### src/rtl/pwr_mode_pkg.sv
package pwr_mode_pkg;
  typedef enum logic [1:0] {
    MODE_RUN   = 2'd0,
    MODE_IDLE  = 2'd1,
    MODE_PDOWN = 2'd2
  } pwr_mode_e;

  localparam int BIT_IDL  = 0;
  localparam int BIT_PD   = 1;
  localparam int BIT_GF0  = 2;
  localparam int BIT_GF1  = 3;
  localparam int BIT_IDLT = 4;
  localparam int LIVE_BITS = 5;
endpackage

### src/rtl/pwr_rst_sync.sv
module pwr_rst_sync #(
  parameter int STAGES = 2
) (
  input  logic clk,
  input  logic rst_n,
  output logic rst_sync_n
);
  logic [STAGES-1:0] sync_q;

  always_ff @(posedge clk or negedge rst_n) begin
    if (!rst_n) sync_q <= '0;
    else        sync_q <= {sync_q[STAGES-2:0], 1'b1};
  end

  assign rst_sync_n = sync_q[STAGES-1];
endmodule

### src/rtl/pwr_ctl_reg.sv
module pwr_ctl_reg
  import pwr_mode_pkg::*;
#(
  parameter int              ADDR_W   = 8,
  parameter int              DATA_W   = 8,
  parameter logic [ADDR_W-1:0] CTL_ADDR = 8'h87
) (
  input  logic              clk,
  input  logic              rst_n,
  input  logic [ADDR_W-1:0] sfr_addr,
  input  logic              sfr_wr,
  input  logic [DATA_W-1:0] sfr_wdata,
  input  logic              run_mode,
  input  logic              wake_clr,
  output logic              enter_idle,
  output logic              enter_pdown,
  output logic              idlt,
  output logic [DATA_W-1:0] sfr_rdata
);
  localparam logic [DATA_W-1:0] LIVE_MASK = DATA_W'((1 << LIVE_BITS) - 1);

  logic [DATA_W-1:0] ctl_q, ctl_d;
  logic              addr_hit, wr_hit;

  assign addr_hit = (sfr_addr == CTL_ADDR);
  assign wr_hit   = sfr_wr && addr_hit && run_mode;

  always_comb begin
    ctl_d = ctl_q;
    if (wake_clr) begin
      ctl_d[BIT_IDL] = 1'b0;
      ctl_d[BIT_PD]  = 1'b0;
    end
    if (wr_hit) begin
      ctl_d = sfr_wdata & LIVE_MASK;
      if (sfr_wdata[BIT_PD]) ctl_d[BIT_IDL] = 1'b0;
    end
  end

  always_ff @(posedge clk or negedge rst_n) begin
    if (!rst_n) ctl_q <= '0;
    else        ctl_q <= ctl_d;
  end

  assign enter_pdown = wr_hit && sfr_wdata[BIT_PD];
  assign enter_idle  = wr_hit && sfr_wdata[BIT_IDL] && !sfr_wdata[BIT_PD];
  assign idlt        = ctl_q[BIT_IDLT];
  assign sfr_rdata   = addr_hit ? ctl_q : '0;
endmodule

### src/rtl/pwr_mode_fsm.sv
module pwr_mode_fsm
  import pwr_mode_pkg::*;
#(
  parameter int N_EXT = 4
) (
  input  logic             clk,
  input  logic             rst_n,
  input  logic             enter_idle,
  input  logic             enter_pdown,
  input  logic             idlt,
  input  logic [N_EXT-1:0] ext_int_req,
  input  logic             ring_det,
  input  logic             irq_pending,
  output logic             run_mode,
  output logic             wake_clr,
  output logic             cpu_clk_en,
  output logic             periph_clk_en,
  output logic             resume_pulse,
  output logic             vector_en
);
  pwr_mode_e mode_q, mode_d;
  logic      resume_q, resume_d, vec_q, vec_d;
  logic      pd_wake, idle_wake;

  assign pd_wake   = (|ext_int_req) || ring_det;
  assign idle_wake = pd_wake || irq_pending;

  always_comb begin
    mode_d   = mode_q;
    wake_clr = 1'b0;
    resume_d = 1'b0;
    vec_d    = 1'b0;
    unique case (mode_q)
      MODE_RUN: begin
        if (enter_pdown)     mode_d = MODE_PDOWN;
        else if (enter_idle) mode_d = MODE_IDLE;
      end
      MODE_IDLE: begin
        if (idle_wake) begin
          mode_d   = MODE_RUN;
          wake_clr = 1'b1;
          resume_d = 1'b1;
          vec_d    = !idlt;
        end
      end
      MODE_PDOWN: begin
        if (pd_wake) begin
          mode_d   = MODE_RUN;
          wake_clr = 1'b1;
          resume_d = 1'b1;
          vec_d    = 1'b1;
        end
      end
      default: mode_d = MODE_RUN;
    endcase
  end

  always_ff @(posedge clk or negedge rst_n) begin
    if (!rst_n) begin
      mode_q   <= MODE_RUN;
      resume_q <= 1'b0;
      vec_q    <= 1'b0;
    end else begin
      mode_q   <= mode_d;
      resume_q <= resume_d;
      vec_q    <= vec_d;
    end
  end

  assign run_mode      = (mode_q == MODE_RUN);
  assign cpu_clk_en    = run_mode;
  assign periph_clk_en = (mode_q != MODE_PDOWN);
  assign resume_pulse  = resume_q;
  assign vector_en     = vec_q;
endmodule

### src/rtl/pwr_mode_ctrl.sv
module pwr_mode_ctrl #(
  parameter int              ADDR_W      = 8,
  parameter int              DATA_W      = 8,
  parameter int              N_EXT       = 4,
  parameter int              SYNC_STAGES = 2,
  parameter logic [ADDR_W-1:0] CTL_ADDR  = 8'h87
) (
  input  logic              clk,
  input  logic              rst_n,
  input  logic [ADDR_W-1:0] sfr_addr,
  input  logic              sfr_wr,
  input  logic [DATA_W-1:0] sfr_wdata,
  output logic [DATA_W-1:0] sfr_rdata,
  input  logic [N_EXT-1:0]  ext_int_req,
  input  logic              ring_det,
  input  logic              irq_pending,
  output logic              cpu_clk_en,
  output logic              periph_clk_en,
  output logic              resume_pulse,
  output logic              vector_en
);
  logic rst_core_n, run_mode, wake_clr, enter_idle, enter_pdown, idlt;

  pwr_rst_sync #(.STAGES(SYNC_STAGES)) u_rst_sync (
    .clk        (clk),
    .rst_n      (rst_n),
    .rst_sync_n (rst_core_n)
  );

  pwr_ctl_reg #(.ADDR_W(ADDR_W), .DATA_W(DATA_W), .CTL_ADDR(CTL_ADDR)) u_ctl_reg (
    .clk         (clk),
    .rst_n       (rst_core_n),
    .sfr_addr    (sfr_addr),
    .sfr_wr      (sfr_wr),
    .sfr_wdata   (sfr_wdata),
    .run_mode    (run_mode),
    .wake_clr    (wake_clr),
    .enter_idle  (enter_idle),
    .enter_pdown (enter_pdown),
    .idlt        (idlt),
    .sfr_rdata   (sfr_rdata)
  );

  pwr_mode_fsm #(.N_EXT(N_EXT)) u_mode_fsm (
    .clk           (clk),
    .rst_n         (rst_core_n),
    .enter_idle    (enter_idle),
    .enter_pdown   (enter_pdown),
    .idlt          (idlt),
    .ext_int_req   (ext_int_req),
    .ring_det      (ring_det),
    .irq_pending   (irq_pending),
    .run_mode      (run_mode),
    .wake_clr      (wake_clr),
    .cpu_clk_en    (cpu_clk_en),
    .periph_clk_en (periph_clk_en),
    .resume_pulse  (resume_pulse),
    .vector_en     (vector_en)
  );
endmodule

### config.mk
export PLATFORM = sky130hd
export DESIGN_NAME = pwr_mode_ctrl
export DESIGN_NICKNAME = d
export VERILOG_FILES = /design/src/rtl/pwr_mode_pkg.sv /design/src/rtl/pwr_rst_sync.sv /design/src/rtl/pwr_ctl_reg.sv /design/src/rtl/pwr_mode_fsm.sv /design/src/rtl/pwr_mode_ctrl.sv
export SDC_FILE = /design/constraint.sdc
export NUM_CORES = 1
export LEC_CHECK = 0
export BUFFER_PORTS_ARGS = -buffer_cell sky130_fd_sc_hd__buf_2
export CAP_MARGIN = 20
export CORE_MARGIN = 10
export CORE_UTILIZATION = 42
export DETAILED_ROUTE_END_ITERATION = 12
export PLACE_DENSITY = 0.77
export SYNTH_ARGS = -nofsm -noshare
export SYNTH_HDL_FRONTEND = slang
export SYNTH_HIERARCHICAL = 1
export SYNTH_SLANG_ARGS = --single-unit
export TNS_END_PERCENT = 1
### constraint.sdc
create_clock -name clk -period 1.02 [get_ports clk]
set_input_delay 0.051 -clock clk [delete_from_list [all_inputs] [get_ports clk]]
set_output_delay 0.051 -clock clk [all_outputs]
set_load 0.1 [all_outputs]
# Word-level counts from Yosys, hierarchy flattened
# Cells that the tools add are included.
# totals
wordCells	40
in_bits	25
register_bits	11
out_inout_bits	12
# op_classes
mux	14
n_eq_ne	7
n_reduce_logical	13
# ops
op	n
2-bit two-way mux	6
8-bit equality test, second input constant	1
2-bit case mux with 3 select lines	1
1-bit logical AND	5
5-bit two-way mux	1
1-bit two-way mux	4
2-bit by 1-bit != test with 1-bit output, second input constant	2
1-bit case mux with 2 select lines	2
4-bit OR reduction	1
3-bit != test, second input constant	1
3-bit AND reduction	1
2-bit by 1-bit equality test with 1-bit output, second input constant	1
2-bit equality test, second input constant	1
1-bit zero test	2
2-bit zero test	1
1-bit logical OR	2
2-bit != test, second input constant	1
2-bit nonzero test	1

# Longest topological paths before layout
# logic_depth
ltp_word	8
mapped_depth	8
depth_no_buf	7

# Cells and area by module
# Netlist, hierarchy kept.
# modules_own_cells
mod	area_each_um2	instances	cells_each	seq_area_each_um2
pwr_ctl_reg	314.1	1	29	125.1
pwr_mode_fsm	276.5	1	29	100.1
pwr_rst_sync	53.8	1	3	50.0

# Worst setup path before layout
# OpenSTA, ideal clock, no wires.
# synth_path
kind	register to register
start	reg u_mode_fsm.mode_q[0]
end	reg u_mode_fsm.mode_q[1]
slack_ps	-1414
required_ps	894
t_arrival_ps	2308
period_less_slack_ps	2434
path_stages_with_launch	8
n_path_buf	1
path_cell_list	dfrtp_1 -> inv_1 -> ha_1 -> buf_4 -> nand2_1 -> nor4_1 -> nor2_1 -> a311o_1
# synth_via
elab_chain_cells	6
word_cells_on_any_way	13
classes_between	eq/ne (5); mux (2); reduce/logical (6)
# synth_lines
item	line_no	rtl
from (decl)	pwr_mode_fsm.sv:21	pwr_mode_e mode_q, mode_d;
from (signal assigned)	pwr_mode_fsm.sv:64	mode_q <= mode_d;
2-bit zero test	pwr_mode_fsm.sv:70	assign run_mode = (mode_q == MODE_RUN);
named net cpu_clk_en	pwr_mode_ctrl.sv:17	output logic cpu_clk_en,
1-bit logical AND	pwr_ctl_reg.sv:26	assign wr_hit = sfr_wr && addr_hit && run_mode;
1-bit logical AND (2 in series)	pwr_ctl_reg.sv:46	assign enter_idle = wr_hit && sfr_wdata[BIT_IDL] && !sfr_wdata[BIT_PD];
named net enter_idle	pwr_mode_ctrl.sv:22	logic rst_core_n, run_mode, wake_clr, enter_idle, enter_pdown, idlt;
3-bit != test (no line)	-	
3-bit AND reduction (no line)	-	
# The timed path passes the listed nets, and every way through them passes these cells.
# A chain may end at the register's enable or synchronous reset.

# Worst setup path in the final report
# layout_path
start	reg u_mode_fsm.mode_q[1]
end	reg u_mode_fsm.mode_q[1]
# layout_via
elab_chain_cells	6
word_cells_on_any_way	13
classes_between	eq/ne (5); mux (2); reduce/logical (6)
# layout_lines
item	line_no
2-bit zero test	pwr_mode_fsm.sv:33, pwr_mode_fsm.sv:70
1-bit logical AND	pwr_ctl_reg.sv:26
1-bit logical AND (2 in series)	pwr_ctl_reg.sv:46
3-bit != test (no line)	-
3-bit AND reduction (no line)	-
# Parallel ways exist; a longest one is shown, timed or not.

==> flow_summary.toml <==
[run_status]
status = "finished, violations left"
failed_checks = "setup timing"

[worst_setup_path]
max_stage_delay_ps = 470
cp_cell_sequence = "inv_2, ha_4, nand2b_4, a2111oi_1, a311o_1"
r2r_end = "u_mode_fsm/mode_q[1]"
worstSetupPathType = "flop to flop"
rr_worst_depth = 5
cpMaxStageDelayCell = "a2111oi_1"
worst_setup_path_start_kind = "flop"
rr_startpoint = "u_mode_fsm/mode_q[1]"
cp_max_fo = 4
worst_ep_arrival_time_ps = 1740
cp.required_ps = 1230
end_kind = "flop"
r2r_slack_ps = -510

[die]
fp-row-count = 14
die_area_um2 = 3500
coreArea_um2 = 1470
start_util_pct = 43.8
fp.dieW_um = 59.2
fp.dieH_um = 59.2
num_io_pins = 37

[sta]
period_share_pct = 150
max_freq_ghz = 0.654
fin_ws_ps = -510
skew_ps = 4.00
period_needed_ps = 1530
hold_viol = 0
setup_viol = 16
drv_slew = 0
rsz0062_at_grt = "true"
hold_slack_ps = 12.9

[cts]
clockRootBuffer = "clkbuf_4"
cts_buffers = 3
cts_tree = "done"
clk_pin_slew_ps = 70
clk_path_buf_depth = 2
cts_sinks = 11
htreeDepth = 1
clock_latency_ps = 270

[synth]
synth_seq_cells = 11
synth_top_cell_area_share_pct = 42.7
ys_types = 24
syn_area_um2 = 644
synth-seq-area-share_pct = 42.7
yosysTopAreaCell = "dfrtp_1"
syn_avg_cell_area_um2 = 10.6
synth_area_leaders = "dfrtp_1 43%, mux2_2 7.0%, ha_1 5.8%, and2_1 4.9%, buf_4 4.7%"
syn_inst = 61
ys_warn_count = 6

[layout]
antenna_cells = 0
mostFrequentLayoutCells = "20 x buf_2, 11 x buf_4, 11 x dfrtp_1"
layout-drive-gt1-share_pct = 69.4
final_common_cell = "buf_2"
nNetsFinal = 137
area_delta_synth_final_pct = 88.7
post-route-cell-area_um2 = 1220

[worst_hold_path]
hold_class = "input port to flop"
min-delay-start = "sfr_wdata[3]"
hold_end = "u_ctl_reg/ctl_q[3]"
worstHoldPathCells = 2

[grt]
track_usage_pct = 10.2
grt.overflow.total = 0
grt_pass1_vias = 641
grt_max_degree = 10
grt_pass1_wl_mm = 2.82
antenna_found_initial = 0

[route]
routed_wirelength_mm = 2.08
viasPerCell = 5.13
via_count = 636
drt-wirelength-per-cell_um = 16.8
drt_pass1_iterations = 4
postRouteAntennaNets = 0
drc = 0
drtIter0Drc = 3

[placement]
placed_cell_area_um2 = 1020
place.gp.congestion = 0.764
place_hpwl_mm = 1.45
portBuffers = 30

[power]
p_leak_nw = 0.557
peakVddDrop_uv = 733
p_per_area_nw_per_um2 = 899

[job]
max_cap_violations = 0
sequential cells by signal (all words and copies together), names as in the netlist:
| signal | flops |
|---|---|
| u_mode_fsm/mode_q | 2 |
| u_mode_fsm/vector_en | 1 |
| u_rst_sync/sync_q | 2 |
| u_ctl_reg/ctl_q | 5 |
| u_mode_fsm/resume_pulse | 1 |
metal layers:
layer / vias up / GRT usage [%] / share of wire, %
met2: 28 / 16.2 / 51
met1: 304 / 9.86 / 37
met3: 4 / 7.73 / 11
li1: 300 / - / -
met4: 0 / 3.61 / 1.2
met5: - / 0 / 0
repair_timing:
action / in CTS / in global routing
setup endpoints to repair: 16 / 16
hold buffers: 2 / 0
pin swaps: 11 / 8
resized for setup: 23 / 9
setup buffers: 2 / 4
hold endpoints to repair: 3 / 0
synthesized netlist by cell type (all sizes together):
cell and instances:
dfrtp 11, and2 6, buf 4, mux2 4, nand2 4, nand2b 4, ha 3, inv 3
nor2 3, a2111oi 2, a21boi 2, conb 2, nor2b 2, o22ai 2, a211o 1, a211oi 1
a311o 1, nand4b 1, nor3 1, nor4 1, o21bai 1, or4 1, or4b 1
report_power, final:
part           leakage (nW)  internal [mW]  total, mW  switching (mW)
Clock                0.0150          0.152      0.301           0.149
Combinational         0.394          0.138      0.324           0.186
Sequential            0.148          0.452      0.468          0.0161
per-stage QoR:
stage,utilization (%),setup WS [ps],setup TNS [ps],cells,power (mW)
final,82.7,-510,-5890,124,1.09
after global routing,82.7,-536,-6660,124,1.14
after CTS,77.8,-471,-5470,121,1.08
after detailed placement,69.5,-564,-6630,113,0.746
after global placement,69.5,-521,-6010,113,0.739
after floorplan,-,-850,-8790,63,0.656
critical path: cells and delay by family (launching register included):
kind / cells / cell delay [ps]
buffers and inverters: 1 / 130
adder cells (fa/ha/maj): 1 / 190
flip-flops: 1 / 410
AND/OR/NAND/NOR: 1 / 70
AO/OA/AOI/OAI: 2 / 660
cell families (layout without fill, tap and decap cells):
group / count (synthesis) / count (layout) / share of synthesized area [%]
multiplexers: 4 / 4 / 6.99
adder cells (fa/ha/maj): 3 / 3 / 5.83
flip-flops: 11 / 11 / 42.7
AND/OR/NAND/NOR: 24 / 24 / 24.7
other: 2 / 4 / 1.17
buffers and inverters: 7 / 52 / 6.41
AO/OA/AOI/OAI: 10 / 10 / 12.2
worst max path at each step:
stage | start | to | slack, ps | depth (start not counted)
3_5_place_dp | u_mode_fsm/mode_q[1] | u_mode_fsm/mode_q[1] | -560 | 5
5_1_grt | u_mode_fsm/mode_q[1] | u_mode_fsm/mode_q[1] | -540 | 5
2_1_floorplan | u_mode_fsm/mode_q[0] | u_mode_fsm/mode_q[1] | -850 | 5
3_3_place_gp | sfr_addr[3] | u_mode_fsm/mode_q[0] | -520 | 6
4_1_cts | u_mode_fsm/mode_q[1] | u_mode_fsm/mode_q[1] | -470 | 5
6_report | u_mode_fsm/mode_q[1] | u_mode_fsm/mode_q[1] | -510 | 5
layout make-up:
| type | count | area (um2) |
|---|---|---|
| Sequential cell | 11 | 275 |
| Fill cell | 82 | 255 |
| Inverter | 3 | 15.0 |
| Tap cell | 16 | 20.0 |
| Multi-Input combinational cell | 45 | 463 |
| Timing Repair Buffer | 45 | 417 |
| Clock buffer | 4 | 26.3 |
Power figures use the tool's default switching activity.
